$ cat src/rtl/wts_pkg.sv
// Shared definitions for the weighted thread issue scheduler.
// Assumes thread indices fit in an int.
package wts_pkg;

    // Processing element group owning a thread context
    typedef enum logic {
        GRP_LOW  = 1'b0,
        GRP_HIGH = 1'b1
    } grp_sel_e;

    // Next index in a cyclic order of n entries
    function automatic int wrap_next(input int idx, input int n);
        return (idx >= n - 1) ? 0 : idx + 1;
    endfunction

endpackage

$ cat src/rtl/wts_window_timer.sv
// Free-running cycle counter that marks the final cycle of each
// fixed-length window. Assumes WINDOW >= 2.
module wts_window_timer #(
    parameter int WINDOW = 64
) (
    input  logic clk,
    input  logic rst_n,
    output logic window_end_o
);
    localparam int CNT_W = (WINDOW > 1) ? $clog2(WINDOW) : 1;
    localparam logic [CNT_W-1:0] LAST = CNT_W'(WINDOW - 1);

    logic [CNT_W-1:0] cnt_q;

    // Count cycles since reset, wrapping at the window length
    always_ff @(posedge clk) begin
        if (!rst_n)
            cnt_q <= '0;
        else if (cnt_q == LAST)
            cnt_q <= '0;
        else
            cnt_q <= cnt_q + 1'b1;
    end

    // Flag the last cycle of the current window
    always_comb window_end_o = (cnt_q == LAST);

endmodule

$ cat src/rtl/wts_credit_bank.sv
// One credit counter per thread. A counter reloads from the
// programmed share at reset and at each window end, otherwise
// it drops by one for each grant it receives while nonzero.
// Assumes grant_i carries at most one set bit.
module wts_credit_bank #(
    parameter int NUM_THREADS = 9,
    parameter int SHARE_W     = 7
) (
    input  logic                   clk,
    input  logic                   rst_n,
    input  logic                   reload_i,
    input  logic [NUM_THREADS-1:0] grant_i,
    input  logic [SHARE_W-1:0]     share_i [NUM_THREADS],
    output logic [NUM_THREADS-1:0] has_credit_o
);
    genvar t;
    generate
        for (t = 0; t < NUM_THREADS; t++) begin : g_thr
            logic [SHARE_W-1:0] credit_q;

            // Reload on reset or window end, else spend on grant
            always_ff @(posedge clk) begin
                if (!rst_n || reload_i)
                    credit_q <= share_i[t];
                else if (grant_i[t] && credit_q != '0)
                    credit_q <= credit_q - 1'b1;
            end

            // Report whether any credit remains for this thread
            always_comb has_credit_o[t] = (credit_q != '0);
        end
    endgenerate

endmodule

$ cat src/rtl/wts_pick.sv
// Combinational selector: finds the largest priority in the
// candidate pool, then picks the first tied candidate at or
// after the rotation start, wrapping around.
// Assumes start_i < NUM_THREADS.
module wts_pick #(
    parameter int NUM_THREADS = 9,
    parameter int PRIO_W      = 3,
    parameter int IDX_W       = 4
) (
    input  logic [NUM_THREADS-1:0] pool_i,
    input  logic [PRIO_W-1:0]      prio_i [NUM_THREADS],
    input  logic [IDX_W-1:0]       start_i,
    output logic [NUM_THREADS-1:0] grant_o,
    output logic [IDX_W-1:0]       idx_o,
    output logic                   valid_o
);
    logic [PRIO_W-1:0]      top_prio;
    logic [NUM_THREADS-1:0] tied;

    // Find the largest priority among pool members
    always_comb begin
        top_prio = '0;
        for (int i = 0; i < NUM_THREADS; i++)
            if (pool_i[i] && prio_i[i] > top_prio)
                top_prio = prio_i[i];
    end

    // Mark pool members that hold the largest priority
    always_comb begin
        for (int i = 0; i < NUM_THREADS; i++)
            tied[i] = pool_i[i] && (prio_i[i] == top_prio);
    end

    // Rotating scan: first tied member from the start index
    always_comb begin
        grant_o = '0;
        idx_o   = '0;
        valid_o = 1'b0;
        for (int k = 0; k < NUM_THREADS; k++) begin
            int j;
            j = int'(start_i) + k;
            if (j >= NUM_THREADS)
                j = j - NUM_THREADS;
            if (!valid_o && tied[j]) begin
                valid_o    = 1'b1;
                grant_o[j] = 1'b1;
                idx_o      = IDX_W'(j);
            end
        end
    end

endmodule

$ cat src/rtl/weighted_issue_sched.sv
// Top of the weighted thread issue scheduler. Threads with credit
// left in the current window are served first by priority; if
// none of the ready threads has credit, all ready threads compete
// by priority. Ties rotate. Grant is combinational from ready_i.
// Assumes prio_i and share_i are held stable while in use.
module weighted_issue_sched #(
    parameter int NUM_THREADS  = 9,
    parameter int PRIO_W       = 3,
    parameter int WINDOW       = 64,
    parameter int SHARE_W      = 7,
    parameter int VPE0_THREADS = 5
) (
    input  logic                           clk,
    input  logic                           rst_n,
    input  logic [NUM_THREADS-1:0]         ready_i,
    input  logic [NUM_THREADS*PRIO_W-1:0]  prio_i,
    input  logic [NUM_THREADS*SHARE_W-1:0] share_i,
    output logic [NUM_THREADS-1:0]         grant_o,
    output logic                           issue_vpe_o
);
    import wts_pkg::*;

    localparam int IDX_W = (NUM_THREADS > 1) ? $clog2(NUM_THREADS) : 1;

    logic [PRIO_W-1:0]      prio_arr  [NUM_THREADS];
    logic [SHARE_W-1:0]     share_arr [NUM_THREADS];
    logic [NUM_THREADS-1:0] has_credit;
    logic [NUM_THREADS-1:0] eligible;
    logic [NUM_THREADS-1:0] pool;
    logic [NUM_THREADS-1:0] grant;
    logic [IDX_W-1:0]       grant_idx;
    logic                   grant_valid;
    logic [IDX_W-1:0]       start_q;
    logic                   window_end;
    grp_sel_e               grp;

    // Unpack the per-thread configuration fields
    genvar t;
    generate
        for (t = 0; t < NUM_THREADS; t++) begin : g_unpack
            assign prio_arr[t]  = prio_i[t*PRIO_W +: PRIO_W];
            assign share_arr[t] = share_i[t*SHARE_W +: SHARE_W];
        end
    endgenerate

    wts_window_timer #(
        .WINDOW (WINDOW)
    ) u_timer (
        .clk          (clk),
        .rst_n        (rst_n),
        .window_end_o (window_end)
    );

    wts_credit_bank #(
        .NUM_THREADS (NUM_THREADS),
        .SHARE_W     (SHARE_W)
    ) u_credit (
        .clk          (clk),
        .rst_n        (rst_n),
        .reload_i     (window_end),
        .grant_i      (grant),
        .share_i      (share_arr),
        .has_credit_o (has_credit)
    );

    // Credited threads go first; with none, every ready thread competes
    always_comb begin
        eligible = ready_i & has_credit;
        pool     = (eligible != '0) ? eligible : ready_i;
    end

    wts_pick #(
        .NUM_THREADS (NUM_THREADS),
        .PRIO_W      (PRIO_W),
        .IDX_W       (IDX_W)
    ) u_pick (
        .pool_i  (pool),
        .prio_i  (prio_arr),
        .start_i (start_q),
        .grant_o (grant),
        .idx_o   (grant_idx),
        .valid_o (grant_valid)
    );

    // Move the rotation start past the thread just granted
    always_ff @(posedge clk) begin
        if (!rst_n)
            start_q <= '0;
        else if (grant_valid)
            start_q <= IDX_W'(wrap_next(int'(grant_idx), NUM_THREADS));
    end

    // Map the granted index to its processing element group
    always_comb begin
        if (grant_valid && int'(grant_idx) >= VPE0_THREADS)
            grp = GRP_HIGH;
        else
            grp = GRP_LOW;
    end

    assign grant_o     = grant;
    assign issue_vpe_o = grp;

endmodule

$ cat config.mk
export PLATFORM = sky130hd
export DESIGN_NAME = weighted_issue_sched
export DESIGN_NICKNAME = d
export VERILOG_FILES = /design/src/rtl/wts_pkg.sv /design/src/rtl/wts_window_timer.sv /design/src/rtl/wts_credit_bank.sv /design/src/rtl/wts_pick.sv /design/src/rtl/weighted_issue_sched.sv
export SDC_FILE = /design/constraint.sdc
export NUM_CORES = 1
export LEC_CHECK = 0
export BUFFER_PORTS_ARGS = -buffer_cell sky130_fd_sc_hd__buf_4
export CORE_ASPECT_RATIO = 1.4
export CORE_MARGIN = 5
export CORE_UTILIZATION = 54
export DETAILED_ROUTE_END_ITERATION = 6
export PLACE_DENSITY = 0.77
export SETUP_SLACK_MARGIN = 0.4
export SYNTH_ARGS = -nofsm -noshare
export SYNTH_HDL_FRONTEND = slang
export SYNTH_SLANG_ARGS = --single-unit
$ cat constraint.sdc
create_clock -name clk -period 41.7 [get_ports clk]
set_clock_uncertainty 0.05 [all_clocks]
set_input_delay 0 -clock clk [delete_from_list [all_inputs] [get_ports clk]]
set_output_delay 0 -clock clk [all_outputs]
set_load 0.01 [all_outputs]
==> flow_metrics.py <==
metrics = {
    "placement": {
        "port_buffers": 110,
        "placed_cell_area_um2": 11830,
        "dpl.hpwl_um": 32430,
        "place.gp.congestion": 1.082,
        "dp_slack_ns": 21.36,
    },
    "logic_synthesis": {
        "yosysSeqAreaShare_pct": 19.38,
        "synthDistinctLibCells": 104,
        "yosysTopAreaCellShare_pct": 17.52,
        "yosys.area.top_type": "edfxtp_1",
        "synth-edff-count": 63,
        "ys.flop_type": "edfxtp_1",
        "ys_top_cells_by_area": "edfxtp_1, nand2_1, ha_1, o21ai_0, xnor2_1",
        "syn_inst": 1455,
        "yosys_warnings": 0,
        "synth_area_um2": 10800,
        "ys_ff_latch": 73,
        "synth_nets": 1617,
        "synthArstFlopShare_pct": 0,
        "avgSynthCellArea_um2": 7.420,
    },
    "sta": {
        "maxSlewHeadroom_pct": 27.03,
        "tns_ns": 0,
        "maxSlewViolCount": 0,
        "min_period_ns": 21.00,
        "rsz0062_at_grt": "no",
        "setup_viol": 0,
        "setup_slack_ns": 20.70,
        "timing.hold.ws_ns": 0.005917,
        "max_freq_ghz": 0.04761,
        "hold_viol": 0,
        "max_slew.worst_pin.slew_ns": 1.095,
        "fin_crit_sh_pct": 50.37,
    },
    "die": {
        "fp.dieW_um": 129.5,
        "num_io_pins": 111,
        "fp.dieArea_um2": 22960,
        "rows": 61,
        "die_h_um": 177.3,
        "initial_core_util_pct": 54.62,
        "core_area_um2": 19770,
    },
    "power": {
        "powerDensity_nw_per_um2": 74.54,
        "swShare_pct": 55.29,
        "intPower_mw": 0.4259,
        "combPwrFrac_pct": 76.8,
        "vdd_drop_max_mv": 0.09678,
        "sequentialPowerShare_pct": 14.5,
        "clkPwrFrac_pct": 8.8,
        "power.switching_mw": 0.5266,
        "p_leak_nw": 5.007,
    },
    "worst_setup_path": {
        "r2r_end": "u_credit.g_thr[2].credit_q[6]",
        "cp_max_fo": 12,
        "crit_type": "reg2out",
        "cp_data_arrival_time_ns": 20.95,
        "cp_slowest_cell": "a221oi_1",
        "crit_start": "u_credit.g_thr[7].credit_q[0]",
        "cpMostUsedCell": "ha_1",
        "cp-endpoint": "issue_vpe_o",
        "critPathMaxStageDelay_ns": 0.74,
        "cp.required_ns": 41.65,
        "r2r-start": "u_credit.g_thr[7].credit_q[0]",
        "worst_setup_path_start_kind": "flop",
        "r2r_slack_ns": 20.83,
        "r2r_cells": 82,
        "cp-end-kind": "output port",
    },
    "min_path": {
        "holdPathStages": 3,
        "hold_class": "in2reg",
    },
    "cts": {
        "cts.reportedPaths.clkPinSlew_ns": 0.06,
        "clk_latency_ns": 0.34,
        "root_buffer": "clkbuf_16",
        "h-tree-depth": 3,
        "cts_sinks": 73,
        "cts_tree": "yes",
        "cts_buffers": 9,
        "cts_buffer_depth": 2,
    },
    "layout": {
        "fin_util_pct": 64.64,
        "area_growth_pct": 18.36,
        "final_nets": 1756,
        "fin_area_um2": 12780,
        "drive_gt1_share_pct": 12.13,
    },
    "global_route": {
        "use_met3_pct": 4.517,
        "antenna_found_initial": 1,
        "busiest_layer": "met2",
        "grtUsageTotal_pct": 36.44,
        "use_met1_pct": 42.62,
        "use_met2_pct": 61.48,
        "grt_pass1_vias": 12110,
        "globalRouteOverflowTotal": 0,
        "grt_max_degree": 126,
        "grt_pass1_wl_um": 65620,
    },
    "status": {
        "status": "finished clean",
    },
    "routing": {
        "ant_nets": 0,
        "drt_wl_total_um": 43440,
        "post_drt_wl_per_cell_um": 23.44,
        "detail_route.iter0.violations": 1698,
        "num_vias": 12720,
        "firstDrtPassIters": 6,
        "drcViolationCount": 0,
        "viasPerCell": 6.865,
    },
    "job": {
        "maxCapViolations": 0,
    },
}
==> layout by cell type, fill, tap and decap left out, drive strengths merged, types with 8 or more instances in the layout <==
master       count
nor3            39
clkbuf          10
o22a             8
nand2          207
nand4           15
nand3           53
o21ai          130
dfxtp           10
ha              60
xor2            26
o31ai           16
a21o            19
buf            130
a21oi           61
and2            29
xnor2           66
a32oi           12
o22ai           10
a221o           10
a31oi           35
mux2i           16
a21boi          19
o21a            16
or2             12
nor2           115
nor3b           11
o211ai          32
nor2b           12
or3             25
o2111ai         16
dlygate4sd3     62
a221oi          11
o221ai          11
and3            13
edfxtp          63
o311ai           9
inv             64
a211oi          14
==> worst min-delay path by stage <==
| stage | from | to | slack (ns) |
|---|---|---|---|
| CTS | share_i[48] | u_credit.g_thr[6].credit_q[6] | 0.007 |
| global placement | share_i[39] | u_credit.g_thr[5].credit_q[4] | 0.23 |
| global route | share_i[6] | u_credit.g_thr[0].credit_q[6] | 0.01 |
| floorplan | rst_n | u_timer.cnt_q[2] | 0.07 |
| finish | share_i[48] | u_credit.g_thr[6].credit_q[6] | 0.006 |
| detailed placement | share_i[37] | u_credit.g_thr[5].credit_q[2] | 0.23 |
==> cells in the mapped netlist (6+ instances only) <==
master	count
or3_1	24
nand2b_1	6
nand2_1	207
and2_1	29
o22ai_1	10
o21ai_0	119
nand3b_1	6
a22oi_1	6
o2111ai_1	16
or2_2	10
o221ai_1	11
nand3_1	53
nor2_1	115
inv_1	63
ha_1	60
xnor2_1	66
a32oi_1	12
dfxtp_1	10
xor2_1	26
edfxtp_1	63
o21a_1	16
a21o_1	19
a211oi_1	14
o21ai_1	10
a31oi_1	35
nor3_1	39
o211ai_1	30
a21boi_0	15
nor4_1	7
mux2i_1	16
nor2b_1	12
or4_1	7
nand4_1	15
a221oi_1	8
o22a_1	8
a21oi_1	59
a221o_1	10
and3_1	13
clkbuf_1	52
nor3b_1	9
o31ai_1	15
==> cells by family (layout without fill, tap and decap cells) <==
| kind of cell | after synthesis | in the layout | synth area share [%] |
|---|---|---|---|
| AOI/OAI and AO/OA | 501 | 501 | 33.18 |
| xor gates and xnor gates | 92 | 92 | 7.463 |
| adders and majority gates | 64 | 64 | 7.417 |
| buffers and inverters | 130 | 274 | 4.751 |
| DFF | 73 | 73 | 19.38 |
| muxes | 22 | 22 | 2.213 |
| other | 0 | 2 | 0 |
| and+or+nand+nor | 573 | 573 | 25.60 |
==> metal layers <==
layer / part of all wire, % / wire length [µm] / vias up
li1: - / - / 5795
met1: 37 / 16130 / 5966
met2: 47 / 20630 / 761
met3: 7.0 / 3036 / 198
met4: 8.4 / 3646 / 0
met5: 0 / 0 / -
==> through the flow <==
step / power (mW) / std cells
floorplan: 0.6206 / 1455
detailed placement: 0.8323 / 1773
CTS: 0.9242 / 1851
finish: 0.9525 / 1853
global route: 1.009 / 1852
global placement: 0.8256 / 1773
==> registers in the layout, summed over array words and instances, names as in the netlist <==
| register | count |
|---|---|
| u_credit.g_thr.credit_q | 63 |
| u_timer.cnt_q | 6 |
| start_q | 4 |
==> area by class of cell <==
type                            count  area [µm²]
Antenna cell                        2       5.005
Clock buffer                       10       229.0
Clock inverter                      6       90.09
Fill cell                        1701        6989
Inverter                           66       247.7
Multi-Input combinational cell   1252        8203
Sequential cell                    73        2092
Tap cell                          252       315.3
Timing Repair Buffer              192        1597
==> power groups by stage <==
stage                     clock network [mW]  registers, mW  logic (mW)
after floorplan                            0          0.135       0.486
after global routing                  0.0877          0.140       0.781
final                                 0.0837          0.138       0.731
after detailed placement                   0          0.137       0.695
after global placement                     0          0.136       0.690
after CTS                             0.0836          0.136       0.704
==> critical path: cells and delay by family (launching register included) <==
| kind | cells | cell delay [ns] |
|---|---|---|
| fa+ha+maj | 12 | 3.33 |
| flops | 1 | 0.40 |
| buf+inv | 6 | 0.60 |
| mux | 2 | 0.72 |
| compound gates | 43 | 10.68 |
| simple gates | 23 | 4.86 |
==> timing repair <==
action                                 4_1_cts  5_1_grt
resized for setup                            0        0
hold buffers                                62        0
setup buffers                                0        0
endpoints found under the hold margin       65        0
No activity file was read; power rests on OpenSTA's default activity.
